<file path="config.mk">
export PLATFORM = sky130hd
export DESIGN_NAME = wh_link
export DESIGN_NICKNAME = d
export VERILOG_FILES = /design/src/rtl/wh_link_pkg.sv /design/src/rtl/wh_credit_tx.sv /design/src/rtl/wh_credit_pipe.sv /design/src/rtl/wh_rx_buffer.sv /design/src/rtl/wh_link.sv
export SDC_FILE = /design/constraint.sdc
export NUM_CORES = 1
export LEC_CHECK = 0
export ABC_AREA = 1
export CAP_MARGIN = 20
export CELL_PAD_IN_SITES_DETAIL_PLACEMENT = 1
export CELL_PAD_IN_SITES_GLOBAL_PLACEMENT = 2
export CORE_ASPECT_RATIO = 2
export CORE_MARGIN = 2
export CORE_UTILIZATION = 39
export CTS_BUF_LIST = sky130_fd_sc_hd__clkbuf_2 sky130_fd_sc_hd__clkbuf_4 sky130_fd_sc_hd__clkbuf_8
export DETAILED_ROUTE_END_ITERATION = 16
export HOLD_SLACK_MARGIN = 0.12
export PLACE_DENSITY_LB_ADDON = 0.1
export RECOVER_POWER = 25
export SLEW_MARGIN = 20
export SYNTH_ARGS = -nofsm -noshare
export SYNTH_HDL_FRONTEND = slang
export SYNTH_SLANG_ARGS = --single-unit
</file>
<file path="constraint.sdc">
create_clock -name clk -period 3.35 [get_ports clk]
set_clock_uncertainty 0.2 [all_clocks]
set_input_delay 0.5025 -clock clk [delete_from_list [all_inputs] [get_ports clk]]
set_output_delay 0.5025 -clock clk [all_outputs]
set_load 0.03 [all_outputs]
</file>
<file path="src/rtl/wh_link_pkg.sv">
package wh_link_pkg;
    localparam int KIND_W = 2;

    typedef enum logic [1:0] {
        FK_BODY = 2'b00,
        FK_HEAD = 2'b01,
        FK_TAIL = 2'b10,
        FK_SOLO = 2'b11
    } flit_kind_e;

    typedef enum logic {
        WS_GAP  = 1'b0,
        WS_WORM = 1'b1
    } worm_state_e;
endpackage

</file>
<file path="src/rtl/wh_credit_tx.sv">
module wh_credit_tx #(
    parameter int FW    = 10,
    parameter int DEPTH = 4,
    localparam int CW   = $clog2(DEPTH + 1)
) (
    input  logic          clk,
    input  logic          rst_n,
    input  logic          in_valid,
    output logic          in_ready,
    input  logic [FW-1:0] in_flit,
    input  logic          credit_in,
    output logic          link_valid,
    output logic [FW-1:0] link_flit,
    output logic [CW-1:0] credits
);
    logic take;

    assign in_ready = (credits != '0);
    assign take     = in_valid && in_ready;

    // credit counter: +1 per returned credit, -1 per sent flit
    always_ff @(posedge clk) begin
        if (!rst_n) begin
            credits <= CW'(DEPTH);
        end else begin
            credits <= credits + CW'(credit_in) - CW'(take);
        end
    end

    // link register stage
    always_ff @(posedge clk) begin
        if (!rst_n) begin
            link_valid <= 1'b0;
            link_flit  <= '0;
        end else begin
            link_valid <= take;
            if (take) begin
                link_flit <= in_flit;
            end
        end
    end
endmodule

</file>
<file path="src/rtl/wh_credit_pipe.sv">
module wh_credit_pipe #(
    parameter int DELAY = 2,
    localparam int PW   = (DELAY > 0) ? DELAY : 1
) (
    input  logic          clk,
    input  logic          rst_n,
    input  logic          d,
    output logic          q,
    output logic [PW-1:0] stages
);
    generate
        if (DELAY == 0) begin : g_wire
            assign q      = d;
            assign stages = '0;
        end else begin : g_regs
            logic [PW-1:0] stg;
            always_ff @(posedge clk) begin
                if (!rst_n) begin
                    stg <= '0;
                end else begin
                    stg[0] <= d;
                    for (int i = 1; i < DELAY; i++) begin
                        stg[i] <= stg[i-1];
                    end
                end
            end
            assign q      = stg[DELAY-1];
            assign stages = stg;
        end
    endgenerate
endmodule

</file>
<file path="src/rtl/wh_rx_buffer.sv">
module wh_rx_buffer
    import wh_link_pkg::*;
#(
    parameter int FW    = 10,
    parameter int DEPTH = 4,
    localparam int CW   = $clog2(DEPTH + 1),
    localparam int AW   = (DEPTH > 1) ? $clog2(DEPTH) : 1
) (
    input  logic          clk,
    input  logic          rst_n,
    input  logic          link_valid,
    input  logic [FW-1:0] link_flit,
    output logic          out_valid,
    input  logic          out_ready,
    output logic [FW-1:0] out_flit,
    output logic          credit_ret,
    output logic [CW-1:0] occ,
    output logic          worm_open
);
    logic [FW-1:0] mem [DEPTH];
    logic [AW-1:0] wr_ptr, rd_ptr;
    logic          pop;
    worm_state_e   state_q, state_d;
    flit_kind_e    kind;

    assign out_valid  = (occ != '0);
    assign out_flit   = mem[rd_ptr];
    assign pop        = out_valid && out_ready;
    assign credit_ret = pop;
    assign kind       = flit_kind_e'(link_flit[FW-1 -: KIND_W]);

    function automatic logic [AW-1:0] bump(input logic [AW-1:0] p);
        return (p == AW'(DEPTH - 1)) ? '0 : p + AW'(1);
    endfunction

    always_ff @(posedge clk) begin
        if (!rst_n) begin
            wr_ptr <= '0;
            rd_ptr <= '0;
            occ    <= '0;
        end else begin
            if (link_valid) begin
                mem[wr_ptr] <= link_flit;
                wr_ptr      <= bump(wr_ptr);
            end
            if (pop) begin
                rd_ptr <= bump(rd_ptr);
            end
            occ <= occ + CW'(link_valid) - CW'(pop);
        end
    end

    // framing state register
    always_ff @(posedge clk) begin
        if (!rst_n) begin
            state_q <= WS_GAP;
        end else begin
            state_q <= state_d;
        end
    end

    // framing next state
    always_comb begin
        state_d = state_q;
        if (link_valid) begin
            unique case (state_q)
                WS_GAP:  if (kind == FK_HEAD) state_d = WS_WORM;
                WS_WORM: if (kind == FK_TAIL) state_d = WS_GAP;
                default: state_d = WS_GAP;
            endcase
        end
    end

    assign worm_open = (state_q == WS_WORM);
endmodule

</file>
<file path="src/rtl/wh_link.sv">
module wh_link
    import wh_link_pkg::*;
#(
    parameter int DATA_W = 8,
    parameter int DEPTH  = 4,
    parameter int DELAY  = 2,
    localparam int FW    = DATA_W + KIND_W,
    localparam int CW    = $clog2(DEPTH + 1),
    localparam int PW    = (DELAY > 0) ? DELAY : 1
) (
    input  logic          clk,
    input  logic          rst_n,
    input  logic          in_valid,
    output logic          in_ready,
    input  logic [FW-1:0] in_flit,
    output logic          link_valid,
    output logic [FW-1:0] link_flit,
    output logic          link_credit,
    output logic          out_valid,
    input  logic          out_ready,
    output logic [FW-1:0] out_flit
);
    logic [CW-1:0] tx_credits;
    logic [CW-1:0] rx_occ;
    logic [PW-1:0] crd_stages;
    logic          crd_raw;
    logic          worm_open;

    wh_credit_tx #(.FW(FW), .DEPTH(DEPTH)) u_tx (
        .clk(clk), .rst_n(rst_n),
        .in_valid(in_valid), .in_ready(in_ready), .in_flit(in_flit),
        .credit_in(link_credit),
        .link_valid(link_valid), .link_flit(link_flit),
        .credits(tx_credits)
    );

    wh_rx_buffer #(.FW(FW), .DEPTH(DEPTH)) u_rx (
        .clk(clk), .rst_n(rst_n),
        .link_valid(link_valid), .link_flit(link_flit),
        .out_valid(out_valid), .out_ready(out_ready), .out_flit(out_flit),
        .credit_ret(crd_raw), .occ(rx_occ), .worm_open(worm_open)
    );

    wh_credit_pipe #(.DELAY(DELAY)) u_pipe (
        .clk(clk), .rst_n(rst_n),
        .d(crd_raw), .q(link_credit), .stages(crd_stages)
    );
endmodule

</file>
==> results.md, run 1 <==
* Slew Viols, Final at 0
* Post-CTS Setup Inserts at 0
* Worst path arrival time at 2.29 ns
* # resized after CTS at 0
* Placer Congestion at 0.695
* Ant diodes at 0
* Required time worst endpoint at 2.65 ns
* Hold Path Stages at 2
* CTS tree: built
* Port bufs at 37
* Number of global-route vias before repair at 1878
* Max Freq at 334 MHz
* Drt pass-1 iters at 4
* Layout fillers at 828
* H-tree levels at 3
* Clock latency on the worst-skew pair at 0.34 ns
* Period utilization at 89.3%
* I/O pins at 38
* First-pass GRT wire length at 9.13 mm
* TNS Setup at 0 ns
* Placeable Area at 0.00689 mm2
* CTS Hold Bufs at 0
* Peak supply drop at 309 uV
* Non-Filler Instances at 398
* Die W at 63.2 um
* Routed len/inst at 13.6 um
* Number of vias in the routed layout at 1847
* Total track usage at 15.8%
* Syn Inst Count at 260
* Power Dens Cells at 785 mW/mm2
* Most common cell after layout, fill and taps aside: nor2_1
* DRC Markers at 0
* Synth cell types at 21
* Initial Util at 39.8%
* Total routed wirelength at 5.41 mm
* Area Overhead vs Synth at 23.8%
* Die height at 122 um
* Seq/Total Area, Yosys at 62.2%
* CTS Buf Count at 9
* Layout cells sized above 1 at 12.0%
* CP Max Fanout at 21
* Crit end category: output pin
* Clock transition at the registers of the reported paths at 0.06 ns
* FF+latch count, synth at 65
* Leak at 1.38 nW
* Synthesis Warnings at 0
* Most frequent cells in the layout: nor2_1 (43), edfxtp_1 (40), clkdlybuf4s50_1 (37), inv_1 (36), nand2_1 (26)
* Max-Cap Viols at 0
* Iter 0 DRT Violations at 48
* Hold/Removal Path Class: reg -> reg
* Count of endpoints failing setup in the final report at 0
* Vias per std cell at 4.64
* DPL Wire Length at 3.89 mm
* Crit path time final at 2.99 ns
* Mapped Nets at 285
* Status: finished clean
* Die Area at 0.00775 mm2
* Post-route ant nets at 0
* Slew HR at 56.7%
* Gr ovfl total at 0
* Mean post-synth cell area at 10.5 um2
* RSZ-0062 raised after global routing: false
* Initial antenna violation count at 0
* Worst reg-to-reg path cell count at 11
* Row count at 43
* Nets at 328
* Root Buffer: clkbuf_8
* Worst slew pin tran at 0.649 ns
* Largest net degree at the start of global routing at 23
* Startpoint types: flop
* Clock buffer depth at 2
* Fin. Hold Viols at 0
* WS Path Type: reg -> out
* Placed Instances at 382
* Clock Sinks at 65
* Netlist area before placement at 0.00274 mm2
## cells by family (layout without fill, tap and decap cells)
kind of cell	Yosys count	after routing	synth area share (%)
and+or+nand+nor	85	85	14.3
DFF	65	65	62.2
buffers and inverters	51	99	8.45
AOI/OAI and AO/OA	48	48	9.51
adders and majority gates	11	11	5.58
## Yosys cell counts
cell type / n / area, um2
inv_2: 4 / 15.0
buf_6: 4 / 45.0
nand3_2: 8 / 80.1
o21ai_1: 11 / 55.1
o21ai_0: 12 / 60.1
buf_2: 5 / 25.0
inv_1: 36 / 135
nand2_4: 1 / 11.3
nor2_4: 1 / 11.3
a21oi_2: 2 / 17.5
nand3_1: 6 / 30.0
a21oi_1: 13 / 65.1
dfxtp_1: 25 / 500
nor2_1: 43 / 161
buf_4: 1 / 7.51
ha_1: 9 / 113
o22ai_1: 10 / 62.6
clkbuf_1: 1 / 3.75
fa_1: 2 / 40.0
nand2_1: 26 / 97.6
edfxtp_1: 40 / 1200
## final timing paths
kind                                from                           to  slack (ns)
min          u_pipe.stages[0]$_SDFF_PN0_  u_pipe.stages[1]$_SDFF_PN0_        0.23
min reg2reg  u_pipe.stages[0]$_SDFF_PN0_  u_pipe.stages[1]$_SDFF_PN0_        0.23
max reg2reg   u_tx.credits[1]$_SDFF_PN0_   u_tx.credits[2]$_SDFF_PN1_        1.05
max                                 flop                  out_flit[8]        0.36
## power by group
part	switching, mW	internal, mW
Clock	0.273	0.397
Combinational	0.552	0.358
Sequential	0.114	0.967
Total	0.939	1.72
## routing by layer
layer | part of all wire [%] | track usage (%)
met2 | 56 | 28.0
met5 | 0 | 0
met4 | 2.6 | 9.38
met1 | 39 | 17.3
met3 | 2.9 | 3.30
## state kept, by name, summed over array words and instances (netlist names), named ones only
register / cells
u_pipe.stages: 2
u_rx.mem: 40
u_rx.occ: 3
u_rx.rd_ptr: 2
u_rx.wr_ptr: 2
u_tx.credits: 3
u_tx.link_flit: 10
u_tx.link_valid: 1
## cell type report
type | instances | area, um2 | share of cell area, %
clock buffer | 13 | 166 | 4.91
timing repair buffer | 43 | 415 | 12.3
inverter | 40 | 150 | 4.43
sequential | 65 | 1700 | 50.2
multi-input combinational | 144 | 805 | 23.7
clock inverter | 3 | 38.8 | 1.14
tap | 90 | 113 | 3.32
## per-stage QoR
step | area (um2) | total power, mW | util (%) | setup WS [ns] | hold WS [ns]
6_report | 3390 | 2.66 | 49.2 | 0.360 | 0.228
3_5_place_dp | 3180 | 2.03 | 46.2 | 0.678 | 0.217
5_1_grt | 3390 | 2.85 | 49.2 | 0.131 | 0.248
3_3_place_gp | 3180 | 2.01 | 46.2 | 0.768 | 0.213
4_1_cts | 3390 | 2.71 | 49.2 | 0.294 | 0.235
2_1_floorplan | 2740 | 1.71 | - | 1.20 | 0.190
## critical path, stage by stage (launching register included)
cell	delay, ns
dfxtp_1	0.74
inv_2	0.32
o21ai_1	0.22
o22ai_1	0.08
clkdlybuf4s50_1	0.59
(Power assumes the default switching activity.)
==> run 2, diff against run 1 <==
--- a/config.mk
+++ b/config.mk
@@ -12,11 +12,12 @@
 export CORE_ASPECT_RATIO = 2
 export CORE_MARGIN = 2
 export CORE_UTILIZATION = 39
-export CTS_BUF_LIST = sky130_fd_sc_hd__clkbuf_2 sky130_fd_sc_hd__clkbuf_4 sky130_fd_sc_hd__clkbuf_8
+export CTS_BUF_LIST = sky130_fd_sc_hd__clkbuf_4 sky130_fd_sc_hd__clkbuf_8
 export DETAILED_ROUTE_END_ITERATION = 16
 export HOLD_SLACK_MARGIN = 0.12
 export PLACE_DENSITY_LB_ADDON = 0.1
 export RECOVER_POWER = 25
+export SETUP_SLACK_MARGIN = 0.2
 export SLEW_MARGIN = 20
 export SYNTH_ARGS = -nofsm -noshare
 export SYNTH_HDL_FRONTEND = slang
==> results.md, run 2 (synthesized netlist as in run 1, its figures left out) <==
* WS Path Type: reg -> out
* Power Dens Cells at 786 mW/mm2
* Gr ovfl total at 0
* Status: finished clean
* Cell Chain, Critical Path: inv_1, o21ai_1, o22ai_1, clkdlybuf4s50_1
* Non-Filler Instances at 398
* First-pass GRT wire length at 9.13 mm
* Hold/Removal Path Class: reg -> reg
* Worst path arrival time at 2.04 ns
* Most frequent cells in the layout: nor2_1 (43), edfxtp_1 (40), clkdlybuf4s50_1 (37), inv_1 (36), nand2_1 (26)
* Peak supply drop at 309 uV
* Placeable Area at 0.00689 mm2
* Clock buffer depth at 2
* CTS tree: built
* Initial Util at 39.8%
* Top reg by flops: u_rx.mem
* Total track usage at 15.8%
* Startpoint types: flop
* Max-Cap Viols at 0
* Row count at 43
* Period utilization at 81.9%
* Most common cell after layout, fill and taps aside: nor2_1
* Clock Sinks at 65
* Iter 0 DRT Violations at 50
* Die Area at 0.00775 mm2
* Placer Congestion at 0.695
* Ant diodes at 0
* Final Worst Setup Slack at 0.606 ns
* DPL Wire Length at 3.89 mm
* Slew HR at 75.3%
* Layout cells sized above 1 at 12.3%
* RSZ-0062 raised after global routing: false
* Max Freq at 364 MHz
* Die W at 63.2 um
* Initial antenna violation count at 0
* Drt pass-1 iters at 4
* Fin. Hold Viols at 0
* Clock transition at the registers of the reported paths at 0.07 ns
* Max stage delay on crit path at 0.70 ns
* Post-route ant nets at 0
* Vias per std cell at 4.65
* H-tree levels at 3
* I/O pins at 38
* Count of endpoints failing setup in the final report at 0
* Worst slew pin tran at 0.371 ns
* Die height at 122 um
* CP Max Fanout at 11
* TNS Setup at 0 ns
* Nets at 328
* CTS Buf Count at 9
* Crit end category: output pin
* Largest register FFs at 40
* Placement Setup Slack at 0.678 ns
* Number of vias in the routed layout at 1852
* Number of global-route vias before repair at 1878
* Clock latency on the worst-skew pair at 0.34 ns
* Required time worst endpoint at 2.65 ns
* Utilization of the core after routing at 49.2%
* Slew Viols, Final at 0
* Slowest CP cell: clkdlybuf4s50_1
* Total routed wirelength at 5.43 mm
* Root Buffer: clkbuf_8
* DRC Markers at 0
* Routed len/inst at 13.6 um
* Largest net degree at the start of global routing at 23
* Crit path time final at 2.74 ns
* Largest regs: u_rx.mem: 40 flops, u_tx.link_flit: 10 flops
* Area Overhead vs Synth at 23.9%
* Port bufs at 37
* Leak at 1.38 nW
* Layout fillers at 828
* Placed Instances at 382
## run 2: worst max-delay path, delay by kind of cell (launching register included)
family	cells	cell delay, ns
buf+inv	2	1.03
flops	1	0.42
compound gates	2	0.26
## run 2: final timing paths
check	startpoint	end	slack (ns)	depth (start not counted)
max	flop	out_flit[7]	0.61	4
min	u_pipe.stages[0]$_SDFF_PN0_	u_pipe.stages[1]$_SDFF_PN0_	0.23	2
max reg2reg	u_tx.credits[1]$_SDFF_PN0_	u_tx.credits[2]$_SDFF_PN1_	1.05	11
min reg2reg	u_pipe.stages[0]$_SDFF_PN0_	u_pipe.stages[1]$_SDFF_PN0_	0.23	2
## run 2: power breakdown
group | internal, mW | switching [mW] | total [mW]
logic | 0.358 | 0.553 | 0.911
clock network | 0.397 | 0.274 | 0.671
registers | 0.968 | 0.115 | 1.08
total | 1.72 | 0.941 | 2.66
## run 2: layout make-up
cell class | instances | area (um2) | share of cell area [%]
sequential | 65 | 1700 | 50.2
multi-input combinational | 144 | 805 | 23.7
timing repair buffer | 43 | 415 | 12.3
clock buffer | 13 | 166 | 4.91
inverter | 40 | 150 | 4.43
tap | 90 | 113 | 3.32
clock inverter | 3 | 38.8 | 1.14
## run 2: routing by layer
| layer | GRT usage, % | routed length, um | part of all wire (%) | vias up |
|---|---|---|---|---|
| met1 | 17.3 | 2090 | 38 | 870 |
| met4 | 9.38 | 139 | 2.6 | 0 |
| met5 | 0 | 0 | 0 | - |
| met2 | 28.0 | 3050 | 56 | 29 |
| met3 | 3.30 | 158 | 2.9 | 10 |
| li1 | - | - | - | 943 |
## run 2: through the flow
step / area, um2 / hold slack, ns / total power [mW]
floorplan: 2740 / 0.190 / 1.71
global placement: 3180 / 0.213 / 2.01
detailed placement: 3180 / 0.217 / 2.03
CTS: 3390 / 0.235 / 2.71
global route: 3390 / 0.248 / 2.85
finish: 3390 / 0.229 / 2.66
## run 2: timing repair
action,CTS,global route
resized for setup,0,1
setup buffers,0,0
hold buffers,0,0
setup endpoints to repair,0,10
